$ cat config.mk
export PLATFORM = sky130hd
export DESIGN_NAME = zero_thresh_serial
export DESIGN_NICKNAME = d
export VERILOG_FILES = /design/src/rtl/zc_pkg.sv /design/src/rtl/zc_position_tracker.sv /design/src/rtl/zc_zero_counter.sv /design/src/rtl/zc_flag_decode.sv /design/src/rtl/zero_thresh_serial.sv
export SDC_FILE = /design/constraint.sdc
export NUM_CORES = 1
export LEC_CHECK = 0
export BUFFER_PORTS_ARGS = -buffer_cell sky130_fd_sc_hd__buf_2
export CAP_MARGIN = 0
export CORE_AREA = 3 3 40 42
export CTS_BUF_LIST = sky130_fd_sc_hd__clkbuf_16
export DETAILED_ROUTE_END_ITERATION = 16
export DIE_AREA = 0 0 43 45
export PLACE_DENSITY = 0.58
export REMOVE_ABC_BUFFERS = 1
export SLEW_MARGIN = 40
export SYNTH_ARGS = -nofsm -noshare
export SYNTH_HDL_FRONTEND = slang
export SYNTH_SLANG_ARGS = --single-unit
export TNS_END_PERCENT = 20
$ cat constraint.sdc
create_clock -name clk -period 1.7 [get_ports clk]
set_input_delay 0.085 -clock clk [delete_from_list [all_inputs] [get_ports clk]]
set_output_delay 0.085 -clock clk [all_outputs]
set_load 0.005 [all_outputs]
$ cat src/rtl/zc_pkg.sv
// Package: shared types for the serial zero-count threshold detector.
// Assumes: nothing beyond standard SystemVerilog.
package zc_pkg;

    // Pair of threshold results presented at the block's edge.
    typedef struct packed {
        logic ge_3q;    // zero count >= 3/4 of the word
        logic ge_half;  // zero count >= 1/2 of the word
    } zc_flags_t;

    // Width of a counter that must hold the value n itself (0..n).
    function automatic int unsigned zc_count_width(input int unsigned n);
        return $clog2(n + 1);
    endfunction

endpackage

$ cat src/rtl/zc_position_tracker.sv
// Module: tracks which bit of the word is next and whether a word is open.
// Produces the per-cycle accept strobe and a registered done pulse that is
// high in the cycle after the edge that takes the final bit.
// Assumes: WORD_BITS is a power of two of at least 4; sow_i wins over bits.
module zc_position_tracker #(
    parameter int unsigned WORD_BITS = 16
) (
    input  logic clk,
    input  logic rst_n,
    input  logic sow_i,
    input  logic bit_vld_i,
    output logic accept_o,
    output logic done_o
);
    localparam int unsigned PW = $clog2(WORD_BITS);
    localparam logic [PW-1:0] LAST_POS = PW'(WORD_BITS - 1);

    logic [PW-1:0] pos_q;
    logic          armed_q;
    logic          done_q;
    logic          last_bit;

    // A bit is taken only inside an open word and never alongside a start.
    assign accept_o = armed_q && bit_vld_i && !sow_i;
    assign last_bit = accept_o && (pos_q == LAST_POS);
    assign done_o   = done_q;

    // Position and open-word state: start opens, the final bit closes.
    always_ff @(posedge clk) begin
        if (!rst_n) begin
            pos_q   <= '0;
            armed_q <= 1'b1;
        end else if (sow_i) begin
            pos_q   <= '0;
            armed_q <= 1'b1;
        end else if (accept_o) begin
            pos_q <= pos_q + 1'b1;
            if (last_bit) begin
                armed_q <= 1'b0;
            end
        end
    end

    // One-cycle completion pulse, one stage behind the final accept.
    always_ff @(posedge clk) begin
        if (!rst_n) begin
            done_q <= 1'b0;
        end else begin
            done_q <= last_bit;
        end
    end

    AST_DONE_ONE_CYCLE: assert property (@(posedge clk) disable iff (!rst_n)
        done_q |=> !done_q);

    AST_CLOSED_NO_ACCEPT: assert property (@(posedge clk) disable iff (!rst_n)
        (!armed_q && !sow_i) |-> !accept_o);

endmodule

$ cat src/rtl/zc_zero_counter.sv
// Module: counts accepted zero bits of the current word.
// The count is one bit wider than the word index, so a full word of zeros
// lands on WORD_BITS instead of wrapping to zero.
// Assumes: accept_i is already qualified by the position tracker.
module zc_zero_counter #(
    parameter int unsigned WORD_BITS = 16,
    parameter int unsigned CW        = zc_pkg::zc_count_width(WORD_BITS)
) (
    input  logic          clk,
    input  logic          rst_n,
    input  logic          clear_i,
    input  logic          accept_i,
    input  logic          bit_i,
    output logic [CW-1:0] count_o
);
    logic [CW-1:0] count_q;
    logic          step;

    // Clock enable replaces a data-gated counter clock.
    assign step    = accept_i && !bit_i;
    assign count_o = count_q;

    // Zero counter: clear on start, advance on each accepted zero.
    always_ff @(posedge clk) begin
        if (!rst_n) begin
            count_q <= '0;
        end else if (clear_i) begin
            count_q <= '0;
        end else if (step) begin
            count_q <= count_q + 1'b1;
        end
    end

    AST_NO_WRAP: assert property (@(posedge clk) disable iff (!rst_n)
        !clear_i |=> (count_q >= $past(count_q)));

    AST_COUNT_BOUND: assert property (@(posedge clk) disable iff (!rst_n)
        count_q <= CW'(WORD_BITS));

    AST_START_CLEARS: assert property (@(posedge clk) disable iff (!rst_n)
        clear_i |=> (count_q == '0));

    AST_ONES_IGNORED: assert property (@(posedge clk) disable iff (!rst_n)
        (!clear_i && (bit_i || !accept_i)) |=> $stable(count_q));

endmodule

$ cat src/rtl/zc_flag_decode.sv
// Module: turns the zero count into the two threshold flags without a
// comparator. The top count bit alone means the whole word was zero; the
// next bit is the half-word weight and the one below it the quarter weight.
// Assumes: count never exceeds WORD_BITS (guaranteed by the counter).
module zc_flag_decode #(
    parameter int unsigned WORD_BITS = 16,
    parameter int unsigned CW        = zc_pkg::zc_count_width(WORD_BITS)
) (
    input  logic [CW-1:0]    count_i,
    output zc_pkg::zc_flags_t flags_o
);
    localparam int unsigned FULL_BIT = CW - 1;
    localparam int unsigned HALF_BIT = CW - 2;
    localparam int unsigned QTR_BIT  = CW - 3;

    generate
        if (WORD_BITS >= 4) begin : g_bit_decode
            // Threshold flags taken straight from the upper count bits.
            always_comb begin
                flags_o.ge_half = count_i[FULL_BIT] | count_i[HALF_BIT];
                flags_o.ge_3q   = count_i[FULL_BIT] |
                                  (count_i[HALF_BIT] & count_i[QTR_BIT]);
            end
        end else begin : g_tiny_word
            // Degenerate width: fall back to plain comparison.
            always_comb begin
                flags_o.ge_half = (count_i >= CW'(WORD_BITS / 2));
                flags_o.ge_3q   = (count_i >= CW'((3 * WORD_BITS) / 4));
            end
        end
    endgenerate

    always_comb begin
        AST_HI_NEEDS_LO: assert (!flags_o.ge_3q || flags_o.ge_half);
    end

endmodule

$ cat src/rtl/zero_thresh_serial.sv
// Module: top of the serial zero-count threshold detector.
// Counts zero bits of a WORD_BITS-bit word streamed MSB first and flags
// counts of at least half and at least three quarters of the word.
// Assumes: one rising-edge clock, synchronous active-low reset, WORD_BITS a
// power of two; flags are final in the cycle done_o is high and are held
// until the next sow_i.
module zero_thresh_serial #(
    parameter int unsigned WORD_BITS = 16
) (
    input  logic clk,
    input  logic rst_n,
    input  logic sow_i,
    input  logic bit_vld_i,
    input  logic bit_i,
    output logic ge_half_o,
    output logic ge_3q_o,
    output logic done_o
);
    localparam int unsigned CW = zc_pkg::zc_count_width(WORD_BITS);

    logic              accept;
    logic [CW-1:0]     zero_count;
    zc_pkg::zc_flags_t flags;

    zc_position_tracker #(
        .WORD_BITS (WORD_BITS)
    ) u_pos (
        .clk       (clk),
        .rst_n     (rst_n),
        .sow_i     (sow_i),
        .bit_vld_i (bit_vld_i),
        .accept_o  (accept),
        .done_o    (done_o)
    );

    zc_zero_counter #(
        .WORD_BITS (WORD_BITS),
        .CW        (CW)
    ) u_cnt (
        .clk      (clk),
        .rst_n    (rst_n),
        .clear_i  (sow_i),
        .accept_i (accept),
        .bit_i    (bit_i),
        .count_o  (zero_count)
    );

    zc_flag_decode #(
        .WORD_BITS (WORD_BITS),
        .CW        (CW)
    ) u_dec (
        .count_i (zero_count),
        .flags_o (flags)
    );

    assign ge_half_o = flags.ge_half;
    assign ge_3q_o   = flags.ge_3q;

    AST_FLAGS_HOLD_AFTER_DONE: assert property (@(posedge clk) disable iff (!rst_n)
        (done_o && !sow_i) |=> ($stable(ge_half_o) && $stable(ge_3q_o)));

    AST_START_DROPS_FLAGS: assert property (@(posedge clk) disable iff (!rst_n)
        sow_i |=> (!ge_half_o && !ge_3q_o));

endmodule

Yosys cells after proc, flatten, opt, wreduce, memory -nomap -nowiden

Index checks and enable logic that the tools add are counted.

Multiply operators: 0
Reductions and logical operators: 8
$lt $le $gt $ge: 0
Divide/modulo/power cells: 0
Bitwise operators: 4
Add/subtract/negate cells: 2
Muxes and demuxes: 0
Equal/unequal tests: 1
Shifts and indexed selects: 0

Operators by type and width:

| operator                                                      | count |
|---|---|
| 5-bit by 1-bit adder with 5-bit output, second input constant | 1 |
| 4-bit by 1-bit adder with 4-bit output, second input constant | 1 |
| 4-bit equality test, second input constant                    | 1 |
| 1-bit logical AND                                             | 4 |
| 1-bit zero test                                               | 2 |
| 1-bit bitwise OR                                              | 2 |
| 2-bit AND reduction                                           | 1 |
| 2-bit OR reduction                                            | 1 |
| 1-bit AND                                                     | 1 |
| 1-bit NOT                                                     | 1 |

Memories: 0
Output and inout bits: 3
Bits in latches: 0
Memory bits (read-only): 0
Register bits after elaboration: 11
Memory bits (writable): 0

Longest topological paths before layout

Gate-level depths: netlist of run 1.

Depth in word-level cells: 4
Gate-level depth with buffers: 4
Mapped depth without buffers: 4

By module

A second synthesis of run 1 with hierarchy kept.

Cell total of the unflattened synthesis: 53
Area, all modules: 491.7 um^2

By module, submodules not included:

| module              | times used | cells an instance | area each (um^2) | sequential area each (um^2) |
|---|---|---|---|---|
| zc_position_tracker | 1          | 27                | 244.0            | 120.1 |
| zc_zero_counter     | 1          | 24                | 232.7            | 100.1 |
| zc_flag_decode      | 1          | 2                 | 15.0             | 0.0 |

Worst setup path after synthesis of run 1

No wires, ideal clock.

Path type: register to register
From: reg u_pos.armed_q
To: reg u_cnt.count_q[3] (netlist: u_cnt.count_o[3])
Data required time: 1.630 ns
Arrival: 1.034 ns
Buffers on the path: 1
Stages on the path, launching flop included: 5
Library setup time: 0.070 ns
Path slack: 0.596 ns
Path through: dfxtp_1 > nand4bb_1 > buf_2 > or3_1 > a21oi_1

Longest elaborated chain between the ends: 3

Ends and longest elaborated chain:

| what                            | line                      | source |
|---|---|---|
| start: declaration              | zc_position_tracker.sv:19 | `logic armed_q;` |
| start signal: assignment        | zc_position_tracker.sv:32 | `armed_q <= 1'b1;` |
| start signal: assignment        | zc_position_tracker.sv:35 | `armed_q <= 1'b1;` |
| start signal: assignment        | zc_position_tracker.sv:39 | `armed_q <= 1'b0;` |
| 1-bit logical AND (2 in series) | zc_position_tracker.sv:24 | `assign accept_o = armed_q && bit_vld_i && !sow_i;` |
| 1-bit logical AND               | zc_zero_counter.sv:20     | `assign step = accept_i && !bit_i;` |
| end signal: assignment          | zc_zero_counter.sv:30     | `count_q <= count_q + 1'b1;` |
| end: declaration                | zc_zero_counter.sv:16     | `logic [CW-1:0] count_q;` |

No other way between the ends.
A chain may end at the register's enable or synchronous reset.

Final worst setup path of run 1

Ends and elaborated chain as after synthesis.

==> impl_results.md, run 1 <==
* Status: completed
* Total gr overflow at 0
* Tmin final at 1.29 ns
* DRT Pass-1 Iters at 4
* P_int at a little under 600 uW
* Layout area overhead at 25.6%
* Yosys warnings at 0
* First-pass GRT wire length at approximately 1.4 mm
* CTS tree: built
* FP Rows at 13
* NumNets Final at 70
* Critical Path Start: u_pos.armed_q
* Number of global-route vias before repair at roughly 340
* Antenna violations before repair at 0
* Synth Instances at 53
* Final Cycle Share at around three quarters
* ANT nets after route at 0
* Final Skew at approximately 0.0018 ns
* Die height at between 40 and 50 um
* Hold Path Class: in2reg
* Pleak at ~0.00026 uW
* Max-Cap Viols at 0
* Unrepaired setup endpoints after global routing: no
* Least-Margin Pin Slew at 0.317 ns
* Worst path top cell family by delay: simple AND/OR/NAND/NOR gates
* Final WS setup at 0.407 ns
* Critical setup path kind: reg2reg
* Reg clk slew, reported paths at approximately 0.040 ns
* Switch share at roughly 18%
* Commonest non-fill, non-tap cell in the layout: dfxtp_1
* #FFs+latches synth at 11
* Setup Viol. Count Final at 0
* Input/output buffers at 7
* Gr usage total at 11.0%
* Clk_lat worst skew at 0.24 ns
* Hold-critical path depth at 3
* FF-to-FF setup slack at approximately 0.4 ns
* Final Max Slew Viols at 0
* Netlist cell types at 21
* I/O Pins at 8
* Clk buf depth at 2
* Clock power share at between 50% and 60%
* WP data required at 1.87 ns
* DR DRC count at 0
* Mapped Avg Cell Area at between 9 and 10 um2
* Hold path start: rst_n
* Share of power burned in combinational logic at between 3 and 4%
* CTS HTree Levels at 1
* Violation count after the first detailed-routing iteration at 11
* Leading cell types in the layout, fill and taps excluded: dfxtp_1 (11), buf_2 (7), nor2_1 (6)
* Post CTS Setup Buffer Count at 0
* Die W at approximately 43 um
* Ant diodes at 0
* Sequential share of power at ~37%
* CTS Hold Bufs at 0
* CP startpoint kind: flop
* Largest net degree at the start of global routing at 10
* Slew HR at between 70% and 80%
* Hold Vio Cnt, Final at 0
* Sequential share of the synthesized area at 45.6%
* Synthesized area at about 480 um2
* Core Box Area at approximately 1300 um2
* Worst slack, placed at 0.427 ns
* Worst vdd ir at between 0.5 and 0.6 mV
* Fillcell total at 128
* Critical path fanouts, max at 8
* GP Congestion at around 0.67
* Final HPWL DP at about 600 um
* Crit path buf inv count at 0
* CP Cell Sequence: nand4bb_1, or3_1, a21oi_1
* Num CTS Buffers at 3
* CP arrival at 1.46 ns
* Setup TNS at 0 ns
* Worst reg2reg endpoint: u_cnt.count_o[3]
* Sw power at about 120 uW
* Die area at 1940 um2
* CP max-delay cell: or3_1
* R2R cell count at 3
* FF-to-FF Start: u_pos.armed_q
* Worst path depth at 3
* Initial Utilization at between 30% and 40%
* Max Freq at between 700 and 800 MHz
* Pwr Density at between 1000 and 1500 nW/um2
* Vias at 381
* Share of cells above drive strength 1 at 21.0%
* Wirelength per Cell at between 10 and 15 um
* Final WL at roughly 850 um
* Slowest stage delay, CP at between 0.4 and 0.5 ns
* Post-CTS Resized at 0
* Root buf cell: clkbuf_16
* CP Capture Type: flop
* Via-per-instance ratio at 4.95
* Capture point of the worst path: u_cnt.count_o[3]
* Clock sink count at 11
==> cell type report <==
type	count	area (um2)	area share [%]
Clock inverter	1	3.75	0.619
Tap cell	15	18.8	3.09
Multi-Input combinational cell	39	250	41.2
Sequential cell	11	220	36.3
Clock buffer	3	75.1	12.4
Timing Repair Buffer	7	35.0	5.77
Inverter	1	3.75	0.619
==> per-layer routing <==
layer / track usage [%] / vias up / wire (um)
met2: 14.4 / 10 / 357
met5: 0 / - / 0
met1: 10.7 / 164 / 392
li1: - / 202 / -
met3: 5.98 / 5 / 48
met4: 14.5 / 0 / 46
==> registers in the layout, summed over array words and instances (netlist names) <==
name	count
u_pos.pos_q	4
u_pos.armed_q	1
u_cnt.count_o	5
u_pos.done_o	1
==> worst min path at each step <==
stage / to / slack, ns
2_1_floorplan: u_pos.done_o / 0.22
4_1_cts: u_pos.done_o / 0.12
3_3_place_gp: u_pos.done_o / 0.37
5_1_grt: u_pos.done_o / 0.15
6_report: u_pos.done_o / 0.13
3_5_place_dp: u_pos.done_o / 0.37
==> per-stage QoR <==
stage / cell area, um2 / std cells / util, % / power, uW / hold slack [ns]
CTS: 607 / 77 / 47.2 / 717 / 0.122
floorplan: 474 / 51 / - / 280 / 0.224
detailed placement: 528 / 73 / 41.1 / 289 / 0.373
global route: 607 / 77 / 47.2 / 732 / 0.151
finish: 607 / 77 / 47.2 / 704 / 0.126
global placement: 528 / 73 / 41.1 / 290 / 0.368
==> logic make-up (layout without fill, tap and decap cells) <==
family                     count (synthesis)  count (layout)  synth area share (%)
buffers and inverters                      3              12                  2.59
adders and majority gates                  2               2                  5.18
xor gates and xnor gates                   3               3                  5.44
muxes                                      2               2                  4.15
and+or+nand+nor                           22              22                  26.2
DFF                                       11              11                  45.6
AOI/OAI and AO/OA                         10              10                  10.9
==> synthesized netlist by cell type <==
master      n  area share (%)
dfxtp_1    11              46
nor2_1      6             4.7
a21oi_1     4             4.1
nand3_1     4             4.1
o21ai_0     4             4.1
or3_1       4             5.2
xor2_1      3             5.4
ha_1        2             5.2
mux2i_1     2             4.1
nand2_1     2             1.6
a21o_1      1             1.6
and2b_2     1             1.8
buf_2       1             1.0
clkbuf_1    1            0.78
inv_1       1            0.78
nand2b_2    1             1.8
nand3b_1    1             1.6
nand4b_1    1             1.8
nand4bb_1   1             2.3
o21ai_1     1             1.0
or2_2       1             1.3
==> power groups by stage <==
stage / combinational (uW) / sequential, uW / clock, uW
after floorplan: 13.8 / 266 / 0
after global placement: 23.0 / 267 / 0
after detailed placement: 22.8 / 267 / 0
after CTS: 23.1 / 262 / 432
after global routing: 25.4 / 262 / 444
final: 22.7 / 262 / 419
==> worst reg2reg max path, stage by stage (launching register included) <==
cell       delay, ns
dfxtp_1         0.36
nand4bb_1       0.30
or3_1           0.44
a21oi_1         0.13
Power figures use the tool's default switching activity.
==> inputs of run 2 (changes only) <==
ABC_AREA = 1   (was unset)
PLACE_DENSITY = 0.63   (was 0.58)
clock period = 1.35 ns   (was 1.7 ns; I/O delays follow)
==> impl_results.md, run 2 <==
* Clock sink count at 11 (unchanged)
* Switch share at 19.3% (+1.6 points)
* Final Max Slew Viols at 0 (unchanged)
* Reg clk slew, reported paths at 0.04 ns (about the same)
* Critical path fanouts, max at 11 (+3)
* Clk_lat worst skew at 0.24 ns (about the same)
* P_int at 734 uW (+27%)
* Top layer in use: met4
* Vias at 460 (+21%)
* NumNets Final at 96 (+37%)
* Status: completed
* Leading cell types in the layout, fill and taps excluded: nand2_1 (23), inv_1 (12), nor2_1 (12)
* Setup Viol. Count Final at 0 (unchanged)
* Core Box Area at 1280 um2 (unchanged)
* Antenna violations before repair at 0 (unchanged)
* Number of global-route vias before repair at 389 (+16%)
* DR DRC count at 0 (unchanged)
* Pwr Density at 1380 nW/um2 (+19%)
* Die height at 45 um (unchanged)
* Wirelength per Cell at 9.24 um (-16%)
* Violation count after the first detailed-routing iteration at 5 (-6)
* Share of power burned in combinational logic at 4.2% (+1.0 points)
* GP Congestion at 0.742 (+9.9%)
* I/O Pins at 8 (unchanged)
* Clock power share at 59.3% (-0.2 points)
* Area contributors post-synth: dfxtp_1 (41%), nand2_1 (16%), inv_1 (8.4%)
* Least-Margin Pin Slew at 0.399 ns (+0.0825 ns)
* Netlist cell types at 17 (-19%)
* Tot Pwr at 910 uW (+29%)
* Die W at 43 um (unchanged)
* DRT Pass-1 Iters at 3 (-1)
* WP data required at 1.47 ns (-0.40 ns)
* Ant diodes at 0 (unchanged)
* Yosys warnings at 0 (unchanged)
* Number of flops mapped to enable cells by yosys at 0 (unchanged)
* CP Capture Type: flop
* Clk buf depth at 2 (unchanged)
* Initial Utilization at 41.9% (+4.3 points)
* Input/output buffers at 7 (unchanged)
* Root buf cell: clkbuf_16
* Post-synth top area cell: dfxtp_1
* Layout area overhead at 22.8%
* Mapped Avg Cell Area at 6.90 um2 (-24%)
* Slew HR at 73.4% (-5.4 points)
* Top-area cell type share of the netlist area at 40.9% (-4.7 points)
* CP startpoint kind: flop
* Largest net degree at the start of global routing at 12 (+2)
* Post CTS Setup Buffer Count at 0 (unchanged)
* Commonest non-fill, non-tap cell in the layout: nand2_1
* #FFs+latches synth at 11 (unchanged)
* First-pass GRT wire length at 1.54 mm (+11%)
* Final WL at 952 um (+13%)
* Synthesized area at 538 um2 (+11%)
* Final Skew at 0.00107 ns (-0.000725 ns)
* Met3 Routed Length at 49 um (+2.1%)
* Num CTS Buffers at 3 (unchanged)
* FP Rows at 13 (unchanged)
* CTS tree: built
* Tmin final at 1.17 ns (-0.123 ns)
* Met1 WL at 451 um (+15%)
* Top cells by count, synth: nand2_1 (23), inv_1 (12), nor2_1 (12)
* CP arrival at 1.29 ns (-0.17 ns)
* Die area at 1940 um2 (unchanged)
* Final Cycle Share at 86.7% (+11 points)
* Hold_ws at 0.0559 ns (-0.0705 ns)
* Gr usage total at 11.3% (+0.35 points)
* Unrepaired setup endpoints after global routing: no
* Share of cells above drive strength 1 at 17.0% (-3.9 points)
* Max Freq at 855 MHz (+10%)
* Pleak at 0.000313 uW (+20%)
* Total gr overflow at 0 (unchanged)
* Routed length on met2 at 436 um (+22%)
* Post-CTS Resized at 0 (unchanged)
* CTS Hold Bufs at 0 (unchanged)
* Via-per-instance ratio at 4.47 (-9.7%)
* ANT nets after route at 0 (unchanged)
* Hold Path Class: in2reg
* Critical setup path kind: reg2reg
* Synth Instances at 78 (+47%)
* Setup TNS at 0 ns (unchanged)
* CTS HTree Levels at 1 (unchanged)
* Max reg flops at 5 (unchanged)
* Sequential share of the synthesized area at 40.9% (-4.7 points)
* Post-synth ARST share at 0% (unchanged)
* Worst vdd ir at 1.05 mV (+92%)
* Max-Cap Viols at 0 (unchanged)
* Sw power at 176 uW (+41%)
* Final HPWL DP at 697 um (+17%)
* Hold Vio Cnt, Final at 0 (unchanged)
* Main synth FF type: dfxtp_1
* Top-count cell post-synth: nand2_1
* Sequential share of power at 36.4% (-0.9 points)
## run 2: worst max-delay path: stages, from the launching register on
cell	delay, ns
dfxtp_1	0.33
nand2_2	0.08
nor2_2	0.33
nand4_1	0.18
nand2_1	0.09
nand2_1	0.04
## run 2: area by class of cell
| type | instances | area [um2] |
|---|---|---|
| inverters | 12 | 45.0 |
| well taps | 15 | 18.8 |
| flip-flops and latches | 11 | 220 |
| fillers | 136 | 624 |
| multi-input cells | 54 | 262 |
| clock inverters | 1 | 5.00 |
| clock buffers | 3 | 75.1 |
| repair buffers | 7 | 35.0 |
## run 2: power by group through the flow
| stage | sequential, uW | combinational (uW) | clock, uW |
|---|---|---|---|
| floorplan | 336 | 24.9 | 0 |
| global placement | 337 | 38.2 | 0 |
| detailed placement | 337 | 38.6 | 0 |
| CTS | 331 | 39.1 | 556 |
| global route | 331 | 43.5 | 576 |
| finish | 331 | 38.6 | 540 |
## run 2: final timing paths
| path | from | to | slack, ns | cells past startpoint |
|---|---|---|---|---|
| setup / recovery | u_pos.armed_q | u_pos.armed_q | 0.18 | 5 |
| hold / removal | rst_n | u_pos.done_o | 0.06 | 3 |
| setup reg to reg | u_pos.armed_q | u_pos.armed_q | 0.18 | 5 |
| hold reg to reg | u_pos.armed_q | u_pos.armed_q | 0.46 | 2 |
## run 2: metal layers
metal,vias up,track usage (%)
met1,191,12.5
met4,0,7.23
li1,261,-
met3,2,7.17
met5,-,0
met2,6,16.2
## run 2: kinds of logic after synthesis
logic type | after synthesis | synth area share [%]
AOI/OAI and AO/OA | 6 | 5.81
buffers and inverters | 13 | 10.5
xor gates and xnor gates | 1 | 1.63
and+or+nand+nor | 45 | 36.5
adders and majority gates | 2 | 4.65
DFF | 11 | 40.9
## run 2: through the flow
step	worst slack (ns)	instances	util, %	area [um2]
after floorplan	0.321	77	-	527
after global placement	0.196	99	45.2	581
after detailed placement	0.165	99	45.2	581
after CTS	0.158	103	51.4	661
after global routing	0.0465	103	51.4	661
final	0.180	103	51.4	661
==> inputs of run 3 (changes only) <==
ABC_AREA = unset   (was 1)
PLACE_DENSITY = 0.58   (was 0.63)
==> impl_results.md, run 3 (same netlist as run 1, synthesis figures left out) <==
* Status: completed
* ANT nets after route at 0 (unchanged)
* FP Rows at 13 (unchanged)
* Max Freq at 836 MHz (-2.1%)
* Reg clk slew, reported paths at 0.04 ns (about the same)
* Wirelength per Cell at 10.3 um (+12%)
* CTS tree: built
* Pleak at 0.000264 uW (-16%)
* Final Cycle Share at 88.6% (+1.9 points)
* Setup Viol. Count Final at 0 (unchanged)
* Worst vdd ir at 0.666 mV (-37%)
* Clk buf depth at 2 (unchanged)
* Antenna violations before repair at 0 (unchanged)
* Unrepaired setup endpoints after global routing: no
* Setup TNS at 0 ns (unchanged)
* CTS Hold Bufs at 0 (unchanged)
* Fillcell total at 128 (-5.9%)
* Vias at 381 (-17%)
* Post-CTS Resized at 0 (unchanged)
* Pwr Density at 1440 nW/um2 (+4.3%)
* Post CTS Setup Buffer Count at 0 (unchanged)
* CTS HTree Levels at 1 (unchanged)
* CP Capture Type: flop
* Root buf cell: clkbuf_16
* Core Box Area at 1280 um2 (unchanged)
* DR DRC count at 0 (unchanged)
* Ant diodes at 0 (unchanged)
* Clock sink count at 11 (unchanged)
* Commonest non-fill, non-tap cell in the layout: dfxtp_1
* CP startpoint kind: flop
* Violation count after the first detailed-routing iteration at 5 (unchanged)
* Num CTS Buffers at 3 (unchanged)
* Share of cells above drive strength 1 at 22.2% (+5.2 points)
* Via-per-instance ratio at 4.88 (+9.4%)
* Tmin final at 1.20 ns (+0.0254 ns)
* DRT Pass-1 Iters at 4 (+1)
* Critical path fanouts, max at 6 (-5)
* Final Skew at 0.00103 ns (-0.0000391 ns)
* First-pass GRT wire length at 1.31 mm (-15%)
* CP max-delay cell: or3_1
* Max-Cap Viols at 0 (unchanged)
* Final WL at 804 um (-16%)
* Critical setup path kind: reg2reg
* Die height at 45 um (unchanged)
* NumNets Final at 71 (-26%)
* Total gr overflow at 0 (unchanged)
* Number of global-route vias before repair at 298 (-23%)
* Slowest stage delay, CP at 0.39 ns (+0.06 ns)
* FF-to-FF setup slack at 0.15 ns (-0.03 ns)
* Gr usage total at 10.0% (-1.3 points)
* Largest net degree at the start of global routing at 10 (-2)
* CP arrival at 1.36 ns (+0.07 ns)
* Die area at 1940 um2 (unchanged)
* Input/output buffers at 7 (unchanged)
* Leading cell types in the layout, fill and taps excluded: dfxtp_1 (11), buf_2 (7), nor2_1 (6)
* Least-Margin Pin Slew at 0.205 ns (-0.194 ns)
* Initial Utilization at 37.6% (-4.3 points)
* Max reg flops at 5 (unchanged)
* Final Max Slew Viols at 0 (unchanged)
* Layout area overhead at 27.2%
* Hold Path Class: in2reg
* GP Congestion at 0.731 (-1.4%)
* Final HPWL DP at 605 um (-13%)
* CP Cell Sequence: nand4bb_1, or3_1, a21oi_1
* Die W at 43 um (unchanged)
* Slew HR at 86.3% (+13 points)
* WP data required at 1.52 ns (+0.05 ns)
* Hold Vio Cnt, Final at 0 (unchanged)
* Sequential standard cell area at 220 um2 (unchanged)
* Hold_ws at 0.0977 ns (+0.0418 ns)
* Clk_lat worst skew at 0.23 ns (about the same)
* Multi-input gate area at 250 um2 (-4.3%)
* I/O Pins at 8 (unchanged)
[run 3: path summary, 6_finish.rpt]
| check | startpoint | endpoint | depth (start not counted) |
|---|---|---|---|
| max | u_pos.armed_q | u_cnt.count_o[3] | 3 |
| min | rst_n | u_pos.done_o | 3 |
| max reg2reg | u_pos.armed_q | u_cnt.count_o[3] | 3 |
| min reg2reg | u_pos.pos_q[3] | u_pos.done_o | 2 |
[run 3: through the flow]
step           util (%)  cells  worst slack, ns  total power, uW  area, um2
6_report           47.8     78            0.154              883        614
4_1_cts            47.8     78            0.146              896        614
5_1_grt            47.8     78           0.0390              921        614
2_1_floorplan         -     51            0.183              353        474
3_3_place_gp       41.7     74            0.159              366        536
3_5_place_dp       41.7     74            0.158              366        536
[run 3: final cells by class]
class                           count  area share (%)
Inverter                            1           0.611
Timing Repair Buffer                8            6.92
Tap cell                           15            3.05
Sequential cell                    11            35.8
Clock inverter                      1           0.611
Clock buffer                        3            12.2
Multi-Input combinational cell     39            40.7
[run 3: per-layer routing]
metal | vias to the layer above | share of wire (%) | track usage [%]
li1 | 203 | - | -
met1 | 167 | 50 | 13.4
met5 | - | 0 | 0
met4 | 0 | 2.5 | 7.23
met2 | 7 | 40 | 10.5
met3 | 4 | 6.8 | 7.17
[run 3: worst max-delay path, delay by kind of cell (launching register included)]
kind             cells  cell delay, ns
flip-flops           1            0.38
AND/OR/NAND/NOR      2            0.61
AO/OA/AOI/OAI        1            0.14
[run 3: power by group]
group / switching, uW / internal [uW]
clock: 135 / 388
sequential: 1.87 / 328
combinational: 15.0 / 14.8
total: 152 / 731
